$ cat src/rtl/sob_pkg.sv
package sob_pkg;
  typedef enum logic [1:0] {
    LD_MISS  = 2'd0,
    LD_HIT   = 2'd1,
    LD_STALL = 2'd2
  } ld_res_e;
endpackage

$ cat src/rtl/sob_ptr_ctrl.sv
module sob_ptr_ctrl #(
  parameter int DEPTH = 8,
  parameter int PW    = 4
) (
  input  logic          clk_i,
  input  logic          rst_ni,
  input  logic          alloc_valid_i,
  input  logic          commit_i,
  input  logic          cmt_ok_i,
  input  logic          flush_i,
  input  logic [PW-1:0] flush_tag_i,
  input  logic          mem_ready_i,
  output logic          alloc_ready_o,
  output logic          alloc_fire_o,
  output logic          cmt_fire_o,
  output logic          drain_fire_o,
  output logic [PW-1:0] head_o,
  output logic [PW-1:0] cmt_o,
  output logic [PW-1:0] tail_o,
  output logic [PW-1:0] cnt_o,
  output logic [PW-1:0] ccnt_o
);
  logic [PW-1:0] head_q, cmt_q, tail_q;
  logic [PW-1:0] cnt, ccnt, f_age, keep, cage_n, tail_n;
  logic          flush_hit;

  always_comb begin
    cnt           = tail_q - head_q;
    ccnt          = cmt_q - head_q;
    alloc_ready_o = (cnt != PW'(DEPTH)) && !flush_i;
    alloc_fire_o  = alloc_valid_i && alloc_ready_o;
    cmt_fire_o    = commit_i && (ccnt != cnt) && cmt_ok_i;
    drain_fire_o  = (ccnt != '0) && mem_ready_i;
    f_age         = flush_tag_i - head_q;
    flush_hit     = flush_i && (f_age < cnt);
    keep          = f_age + PW'(1);
    cage_n        = ccnt + PW'(cmt_fire_o);
    // commit applied first, committed stores are never cut
    if (flush_hit) tail_n = head_q + ((keep > cage_n) ? keep : cage_n);
    else           tail_n = tail_q + PW'(alloc_fire_o);
  end

  always_ff @(posedge clk_i or negedge rst_ni) begin
    if (!rst_ni) begin
      head_q <= '0;
      cmt_q  <= '0;
      tail_q <= '0;
    end else begin
      head_q <= head_q + PW'(drain_fire_o);
      cmt_q  <= cmt_q + PW'(cmt_fire_o);
      tail_q <= tail_n;
    end
  end

  assign head_o = head_q;
  assign cmt_o  = cmt_q;
  assign tail_o = tail_q;
  assign cnt_o  = cnt;
  assign ccnt_o = ccnt;
endmodule

$ cat src/rtl/sob_entries.sv
module sob_entries #(
  parameter int DEPTH = 8,
  parameter int AW    = 32,
  parameter int DW    = 32,
  parameter int IW    = 3
) (
  input  logic             clk_i,
  input  logic             rst_ni,
  input  logic             alloc_i,
  input  logic [IW-1:0]    alloc_idx_i,
  input  logic             ua_en_i,
  input  logic [IW-1:0]    ua_idx_i,
  input  logic [AW-1:0]    ua_addr_i,
  input  logic             ud_en_i,
  input  logic [IW-1:0]    ud_idx_i,
  input  logic [DW-1:0]    ud_data_i,
  output logic [DEPTH-1:0] av_o,
  output logic [DEPTH-1:0] dv_o,
  output logic [AW-1:0]    addr_o [DEPTH],
  output logic [DW-1:0]    data_o [DEPTH]
);
  for (genvar g = 0; g < DEPTH; g++) begin : g_ent
    always_ff @(posedge clk_i or negedge rst_ni) begin
      if (!rst_ni) begin
        av_o[g]   <= 1'b0;
        dv_o[g]   <= 1'b0;
        addr_o[g] <= '0;
        data_o[g] <= '0;
      end else if (alloc_i && alloc_idx_i == IW'(g)) begin
        av_o[g] <= 1'b0;
        dv_o[g] <= 1'b0;
      end else begin
        if (ua_en_i && ua_idx_i == IW'(g)) begin
          av_o[g]   <= 1'b1;
          addr_o[g] <= ua_addr_i;
        end
        if (ud_en_i && ud_idx_i == IW'(g)) begin
          dv_o[g]   <= 1'b1;
          data_o[g] <= ud_data_i;
        end
      end
    end
  end
endmodule

$ cat src/rtl/sob_fwd.sv
module sob_fwd
  import sob_pkg::*;
#(
  parameter int DEPTH = 8,
  parameter int AW    = 32,
  parameter int DW    = 32,
  parameter int PW    = 4,
  parameter int IW    = 3
) (
  input  logic             ld_valid_i,
  input  logic [AW-1:0]    ld_addr_i,
  input  logic [PW-1:0]    ld_limit_i,
  input  logic [PW-1:0]    head_i,
  input  logic [PW-1:0]    cnt_i,
  input  logic [DEPTH-1:0] av_i,
  input  logic [DEPTH-1:0] dv_i,
  input  logic [AW-1:0]    addr_i [DEPTH],
  input  logic [DW-1:0]    data_i [DEPTH],
  output logic             hit_o,
  output logic             stall_o,
  output logic [DW-1:0]    data_o
);
  logic [PW-1:0] lim_age, lim;
  logic [IW-1:0] idx, sel;
  logic          found;
  ld_res_e       res;

  always_comb begin
    lim_age = ld_limit_i - head_i;
    lim     = (lim_age > cnt_i) ? '0 : lim_age;  // load older than all held stores
    found   = 1'b0;
    sel     = '0;
    idx     = '0;
    // later iterations are younger and override
    for (int i = 0; i < DEPTH; i++) begin
      idx = head_i[IW-1:0] + IW'(i);
      if (PW'(i) < lim && (!av_i[idx] || addr_i[idx] == ld_addr_i)) begin
        found = 1'b1;
        sel   = idx;
      end
    end
    if (!ld_valid_i || !found)     res = LD_MISS;
    else if (av_i[sel] && dv_i[sel]) res = LD_HIT;
    else                           res = LD_STALL;
    hit_o   = (res == LD_HIT);
    stall_o = (res == LD_STALL);
    data_o  = hit_o ? data_i[sel] : '0;
  end
endmodule

$ cat src/rtl/store_order_buf.sv
module store_order_buf #(
  parameter int  DEPTH = 8,
  parameter int  AW    = 32,
  parameter int  DW    = 32,
  localparam int IW    = $clog2(DEPTH),
  localparam int PW    = IW + 1
) (
  input  logic          clk_i,
  input  logic          rst_ni,
  input  logic          alloc_valid_i,
  output logic          alloc_ready_o,
  output logic [PW-1:0] alloc_tag_o,
  input  logic          upd_addr_valid_i,
  input  logic [PW-1:0] upd_addr_tag_i,
  input  logic [AW-1:0] upd_addr_i,
  input  logic          upd_data_valid_i,
  input  logic [PW-1:0] upd_data_tag_i,
  input  logic [DW-1:0] upd_data_i,
  input  logic          commit_i,
  input  logic          flush_i,
  input  logic [PW-1:0] flush_tag_i,
  input  logic          ld_valid_i,
  input  logic [AW-1:0] ld_addr_i,
  input  logic [PW-1:0] ld_limit_i,
  output logic          ld_hit_o,
  output logic          ld_stall_o,
  output logic [DW-1:0] ld_data_o,
  output logic          mem_valid_o,
  input  logic          mem_ready_i,
  output logic [AW-1:0] mem_addr_o,
  output logic [DW-1:0] mem_data_o
);
  logic [PW-1:0]    head, cmt, tail, cnt, ccnt, ua_age, ud_age;
  logic             alloc_fire, cmt_fire, drain_fire, cmt_ok, ua_ok, ud_ok;
  logic [DEPTH-1:0] av, dv;
  logic [AW-1:0]    addr_q [DEPTH];
  logic [DW-1:0]    data_q [DEPTH];

  assign cmt_ok = av[cmt[IW-1:0]] && dv[cmt[IW-1:0]];

  sob_ptr_ctrl #(.DEPTH(DEPTH), .PW(PW)) i_ptr (
    .clk_i, .rst_ni,
    .alloc_valid_i, .commit_i, .cmt_ok_i(cmt_ok),
    .flush_i, .flush_tag_i, .mem_ready_i,
    .alloc_ready_o, .alloc_fire_o(alloc_fire),
    .cmt_fire_o(cmt_fire), .drain_fire_o(drain_fire),
    .head_o(head), .cmt_o(cmt), .tail_o(tail),
    .cnt_o(cnt), .ccnt_o(ccnt)
  );

  // updates land only on held, uncommitted stores
  assign ua_age = upd_addr_tag_i - head;
  assign ud_age = upd_data_tag_i - head;
  assign ua_ok  = upd_addr_valid_i && ua_age >= ccnt && ua_age < cnt;
  assign ud_ok  = upd_data_valid_i && ud_age >= ccnt && ud_age < cnt;

  sob_entries #(.DEPTH(DEPTH), .AW(AW), .DW(DW), .IW(IW)) i_ent (
    .clk_i, .rst_ni,
    .alloc_i(alloc_fire), .alloc_idx_i(tail[IW-1:0]),
    .ua_en_i(ua_ok), .ua_idx_i(upd_addr_tag_i[IW-1:0]), .ua_addr_i(upd_addr_i),
    .ud_en_i(ud_ok), .ud_idx_i(upd_data_tag_i[IW-1:0]), .ud_data_i(upd_data_i),
    .av_o(av), .dv_o(dv), .addr_o(addr_q), .data_o(data_q)
  );

  sob_fwd #(.DEPTH(DEPTH), .AW(AW), .DW(DW), .PW(PW), .IW(IW)) i_fwd (
    .ld_valid_i, .ld_addr_i, .ld_limit_i,
    .head_i(head), .cnt_i(cnt),
    .av_i(av), .dv_i(dv), .addr_i(addr_q), .data_i(data_q),
    .hit_o(ld_hit_o), .stall_o(ld_stall_o), .data_o(ld_data_o)
  );

  assign alloc_tag_o = tail;
  assign mem_valid_o = (ccnt != '0);
  assign mem_addr_o  = addr_q[head[IW-1:0]];
  assign mem_data_o  = data_q[head[IW-1:0]];
endmodule

$ cat config.mk
export PLATFORM = sky130hd
export DESIGN_NAME = store_order_buf
export DESIGN_NICKNAME = d
export VERILOG_FILES = /design/src/rtl/sob_pkg.sv /design/src/rtl/sob_ptr_ctrl.sv /design/src/rtl/sob_entries.sv /design/src/rtl/sob_fwd.sv /design/src/rtl/store_order_buf.sv
export SDC_FILE = /design/constraint.sdc
export NUM_CORES = 2
export LEC_CHECK = 0
export BUFFER_PORTS_ARGS = -buffer_cell sky130_fd_sc_hd__clkbuf_2
export CORE_MARGIN = 3
export CORE_UTILIZATION = 26
export CTS_CLUSTER_SIZE = 40
export DETAILED_ROUTE_END_ITERATION = 12
export PLACE_DENSITY_LB_ADDON = 0.12
export SETUP_SLACK_MARGIN = 0.05
export SLEW_MARGIN = 20
export SYNTH_ARGS = -nofsm -noshare
export SYNTH_HDL_FRONTEND = slang
export SYNTH_SLANG_ARGS = --single-unit
export TNS_END_PERCENT = 20
$ cat constraint.sdc
create_clock -name clk_i -period 7.1 [get_ports clk_i]
set_input_delay 1.42 -clock clk_i [delete_from_list [all_inputs] [get_ports clk_i]]
set_output_delay 1.42 -clock clk_i [all_outputs]
set_load 0.03 [all_outputs]
Word-level counts from Yosys, hierarchy flattened:

Cells that the tools add are included.

* register bits: 540
* input port bits: 121
* word-level logic and storage cells: 346

* $add $sub $neg: 19
* magnitude comparators: 34
* equal/unequal tests: 33
* mux-type cells: 108
* bitwise operators: 17
* reduce and logical (&&, ||, !) cells: 100

Operator list (count)
* 32-bit binary-select mux with 3-bit select: 10
* 32-bit two-way mux: 21
* 32-bit equality test: 8
* 1-bit two-way mux: 52
* 1-bit logical AND: 44
* 3-bit by 4-bit less-than comparator with 1-bit output, second input constant: 10
* 1-bit binary-select mux with 3-bit select: 12
* 3-bit equality test, second input constant: 12
* 4-bit >= comparator, second input constant: 9
* 3-bit inverter with 4-bit output: 9
* 2-bit AND reduction: 16
* 2-bit nonzero test: 16
* 3-bit two-way mux: 8
* 4-bit subtractor: 6
* 3-bit by 2-bit equality test with 1-bit output, second input constant: 6
* 4-bit by 1-bit adder with 4-bit output: 4
* 3-bit by 4-bit less-than comparator with 1-bit output, first input constant: 4
* 3-bit adder, second input constant: 4
* 4-bit less-than comparator: 3
* 4-bit two-way mux: 3
* 1-bit logical NOT: 11
* 3-bit by 1-bit equality test with 1-bit output, second input constant: 3
* 3-bit logical NOT: 3
* 1-bit logical OR: 9
* 15 further kinds: 28

Longest topological paths before layout:

* depth in word-level cells: 22
* gate-level depth with buffers: 29

Hierarchy:

Synthesis repeated with hierarchy kept, for this count alone.

* cell total of the unflattened synthesis: 3343
* area total of the unflattened synthesis: 41388.4 um^2

By module, submodules not included
* sob_entries: instances 1, cells each 1178, area an instance 20209.4 um^2, seq. area each 13212.7 um^2
* sob_fwd: instances 1, cells each 1593, area an instance 15289.7 um^2, seq. area each 0.0 um^2
* store_order_buf: instances 1, cells each 446, area an instance 4521.8 um^2, seq. area each 0.0 um^2
* sob_ptr_ctrl: instances 1, cells each 126, area an instance 1367.6 um^2, seq. area each 300.3 um^2

Worst setup path after synthesis:

Ideal clock, no wire load.

* kind: reg2out
* from: reg i_ptr.head_q[1], in the netlist i_ptr.head_o[1]
* to: out ld_data_o[31]
* arrival: 7253 ps
* data required time: 5680 ps
* path slack: -1573 ps
* cell stages (with the launch flop): 25
* path buffers: 9
* cells stage by stage: dfrtp_1 > buf_2 > buf_2 > buf_2 > buf_4 > inv_1 > ha_1 > buf_4 > buf_4 > buf_2 > mux4_2 > xnor2_1 > nand4_1 > nor3_1 > o211ai_1 > o31ai_1 > nand3_1 > or3_1 > a311o_1 > a221o_1 > buf_4 > buf_6 > mux2i_1 > a22o_1 > a2111oi_0

* word-level cells in the longest chain between the ends: 22
* elaborated cells between the ends (all ways): 130

Ends and longest elaborated chain
* start: declaration: RTL line sob_ptr_ctrl.sv:23 `logic [PW-1:0] head_q, cmt_q, tail_q;`
* start signal: assignment: RTL line sob_ptr_ctrl.sv:49 `head_q <= head_q + PW'(drain_fire_o);`
* branches (longest 21 deep; another with 4-bit subtractor)
* 32-bit two-way mux *: RTL line sob_fwd.sv:47 `data_o = hit_o ? data_i[sel] : '0;`
* end: declaration: RTL line store_order_buf.sv:27 `output logic [DW-1:0] ld_data_o,`

Mark *: on every way between the ends. The select of a mux whose other input is x is not followed.

Worst setup path after layout:

* from: reg i_ptr.head_q[1], in the netlist i_ptr.head_o[1]
* to: out ld_data_o[11]

The elaborated chain is that of the path after synthesis.

==> flow_summary.toml <==
[critical_path]
critical_path_required_ns = 5.68
crit_cells = 22
slowest_stage = "mux4_2"
path_buf_inv = 8
crit_chain = "clkinvlp_4, ha_4, buf_12, clkbuf_16, mux4_2, a22o_4, nor4_4, nand4b_1, a21boi_1, o31ai_2, buf_4, nand3_4, or3_1, a311o_1, a221o_4, buf_12, buf_8, buf_4, mux2i_1, a22o_1, a2111oi_4, clkbuf_8"
path_class = "flip-flop to output pin"
worstPathMaxFanout = 7
cp_top_family = "compound AO/OA/AOI/OAI gates"
max_stage_delay_ns = 0.58
cp-start-kind = "flip-flop"
ff2ff_path_depth = 26
cp-end-kind = "output pin"
cp_data_arrival_time_ns = 6.53

[synthesis]
syn_nets = 3605
ys.warnings.count = 0
netlist_instances = 3428
ys_ff_latch = 540
avgSynthCellArea_um2 = 12.2
ys_seq_area_frac = 0.322
synthArstFlopShare = 1.00
synth_area_mm2 = 0.0419
synth-main-ff-cell = "dfrtp_1"
ys_types = 78
synth_edf_count = 0

[clock_network]
cts_buffer_depth = 3
cts_tree = "built"
cts_max_level = 3
cts.sinks = 540
cts_root_buf = "clkbuf_16"
insertion_delay_ns = 0.71
ctsHoldBuffers = 0
numCtsBuffers = 78
clkSlewWorstSetupHoldPaths_ns = 0.05

[detailed_routing]
ant_nets = 0
wl_per_cell_um = 28.3
drt_wl_total_um = 178000
routed_via_density = 5.28
dr_total_vias = 33100
drtIter0Drc = 2040
first_pass_iters = 7
drc = 0

[global_routing]
antenna_found_initial = 19
grt_pass1_vias = 34100
grt_pass1_wl_um = 258000
grt_use_total = 0.210
grt_overflow = 0
grt_max_degree = 134

[die]
fp.dieW_um = 408
start_util = 0.263
core_area_mm2 = 0.159
io_pins = 225
die_h_um = 408
fp.dieArea_mm2 = 0.166
rows = 146

[sta]
post-route-period-util = 1.12
hold_viol_final = 0
skew_ns = 0.0431
worstMarginPinSlew_ns = 1.14
setup_viol = 34
fmax_mhz = 126
slew_headroom = 0.238
final.min_clock_period_ns = 7.95
worst_slack_ns = -0.851
rsz0062_at_grt = "yes"
slew_violations = 0

[worst_hold_path]
min_path_cells = 1
hold_class = "flip-flop to flip-flop"

[layout]
synthToLayoutAreaGrowth_pct = 28.7
drive_gt1_frac = 0.488
final_cell_mix = "mux2_2 (580), dfrtp_1 (537), buf_4 (525), mux2i_1 (364), mux4_2 (339)"
final_design_area_no_fill_mm2 = 0.0539
layout_commonest_cell = "mux2_2"
nNetsFinal = 4239

[status]
outcome = "finished with violations"
violations = "setup timing"

[job]
drv_cap = 0

[place]
placed_area_mm2 = 0.0500
port_buffers = 224
dpl.hpwl_um = 128000
gp_congestion = 0.957
[worst paths after layout]
path | start | slack, ns | endpoint
max reg2reg | i_ptr.head_o[2] | 1.02 | i_ptr.tail_o[3]
max in group asynchronous | rst_ni | 4.97 | i_ptr.head_o[1]
max | i_ptr.head_o[1] | -0.85 | ld_data_o[11]
min in group asynchronous | rst_ni | 0.76 | i_ent.addr_o[158]
min | i_ent.dv_o[0] | 0.48 | i_ent.dv_o[0]
min reg2reg | i_ent.dv_o[0] | 0.48 | i_ent.dv_o[0]
[per-layer routing]
layer  part of all wire  vias up  routed length [um]  track usage
met5            0.00034        -                  61            0
met4              0.031        8                5470       0.0631
met3              0.059      232               10400       0.0385
met2               0.47      935               83200        0.339
met1               0.44    17500               78700        0.287
li1                   -    14500                   -            -
[metrics by stage]
stage          worst slack [ns]  utilization  setup TNS (ns)  hold slack [ns]  instances
6_report                 -0.851        0.339          -25.43            0.476       6278
5_1_grt                   -1.00        0.338          -31.06            0.505       6271
4_1_cts                  -0.925        0.336          -28.36            0.480       6255
3_5_place_dp             -0.725        0.314          -22.35            0.468       6091
3_3_place_gp             -0.683        0.314          -20.83            0.462       6091
2_1_floorplan            -0.117            -           -3.07            0.450       3428
[worst reg2reg max path, cell delays in order, from the launching register on]
cell	delay, ns
dfrtp_4	0.44
buf_12	0.24
clkinv_2	0.31
ha_1	0.45
nand2_1	0.06
o21ai_0	0.31
xor2_1	0.51
buf_4	0.25
xnor2_1	0.12
a41oi_1	0.21
ha_1	0.26
ha_1	0.31
inv_1	0.05
ha_1	0.29
nor2b_1	0.13
o21ai_0	0.14
nand2b_1	0.07
a21oi_1	0.14
a41o_1	0.24
mux2_2	0.40
ha_1	0.28
a21o_1	0.15
a21oi_1	0.16
xor2_1	0.19
xnor2_1	0.13
nor2_1	0.05
a21oi_1	0.11
[what timing repair did]
item,CTS,global route
setup buffers,21,14
endpoints found under the setup margin,34,34
hold endpoints to repair,0,0
pin swaps,11,16
gates cloned,1,1
resized for setup,95,44
[flip-flops by register name (all words and copies together) (netlist names)]
signal        count
i_ent.addr_o    256
i_ent.data_o    256
i_ent.dv_o        8
i_ent.av_o        8
i_ptr.tail_o      4
i_ptr.head_o      4
i_ptr.cmt_o       4
[cell families (layout without fill, tap and decap cells)]
| kind of cell | count (synthesis) | after routing | synth area share |
|---|---|---|---|
| AOI/OAI and AO/OA | 355 | 355 | 0.0675 |
| xor gates and xnor gates | 305 | 305 | 0.0639 |
| adders and majority gates | 59 | 59 | 0.0187 |
| buffers and inverters | 312 | 1008 | 0.0373 |
| DFF | 540 | 540 | 0.322 |
| muxes | 1290 | 1290 | 0.427 |
| other | 0 | 8 | 0 |
| and+or+nand+nor | 567 | 567 | 0.0636 |
[synthesized netlist by cell type, types with 5 or more instances]
| master | instances | area share |
|---|---|---|
| a2111oi_0 | 5 | 0.0010 |
| a2111oi_2 | 30 | 0.011 |
| a211oi_1 | 19 | 0.0034 |
| a21o_1 | 25 | 0.0045 |
| a21oi_1 | 41 | 0.0049 |
| a221oi_1 | 37 | 0.0077 |
| a22o_1 | 35 | 0.0073 |
| a22oi_1 | 41 | 0.0073 |
| a31oi_1 | 10 | 0.0015 |
| and2_1 | 10 | 0.0015 |
| and3_1 | 18 | 0.0027 |
| buf_1 | 73 | 0.0065 |
| buf_2 | 66 | 0.0079 |
| buf_4 | 52 | 0.0093 |
| buf_6 | 15 | 0.0040 |
| clkbuf_1 | 68 | 0.0061 |
| dfrtp_1 | 540 | 0.32 |
| fa_1 | 7 | 0.0033 |
| ha_1 | 49 | 0.015 |
| inv_1 | 33 | 0.0030 |
| mux2_2 | 580 | 0.16 |
| mux2i_1 | 368 | 0.088 |
| mux4_2 | 339 | 0.18 |
| nand2_1 | 230 | 0.021 |
| nand2b_1 | 21 | 0.0031 |
| nand3_1 | 48 | 0.0057 |
| nand4_1 | 33 | 0.0049 |
| nand4b_1 | 5 | 0.0010 |
| nor2_1 | 99 | 0.0089 |
| nor2b_1 | 17 | 0.0025 |
| nor3_1 | 31 | 0.0037 |
| nor3b_1 | 7 | 0.0013 |
| nor4_1 | 27 | 0.0040 |
| o2111ai_1 | 7 | 0.0015 |
| o211ai_1 | 5 | 0.00090 |
| o21a_1 | 12 | 0.0021 |
| o21ai_0 | 19 | 0.0023 |
| o21ai_1 | 7 | 0.00084 |
| o22ai_1 | 28 | 0.0042 |
| o31ai_1 | 5 | 0.00090 |
| or3_1 | 8 | 0.0012 |
| xnor2_1 | 227 | 0.047 |
| xor2_1 | 77 | 0.016 |
[layout make-up]
cell class / instances / area, um2
diodes: 8 / 20.0
clock buffers: 109 / 2250
clock inverters: 33 / 602
fillers: 16100 / 105000
inverters: 38 / 150
multi-input cells: 2576 / 27900
flip-flops and latches: 540 / 13500
well taps: 2146 / 2690
repair buffers: 828 / 6850
Power is not shown: default switching activity piles up to over one toggle a cycle in this logic, so the estimate is an artifact.
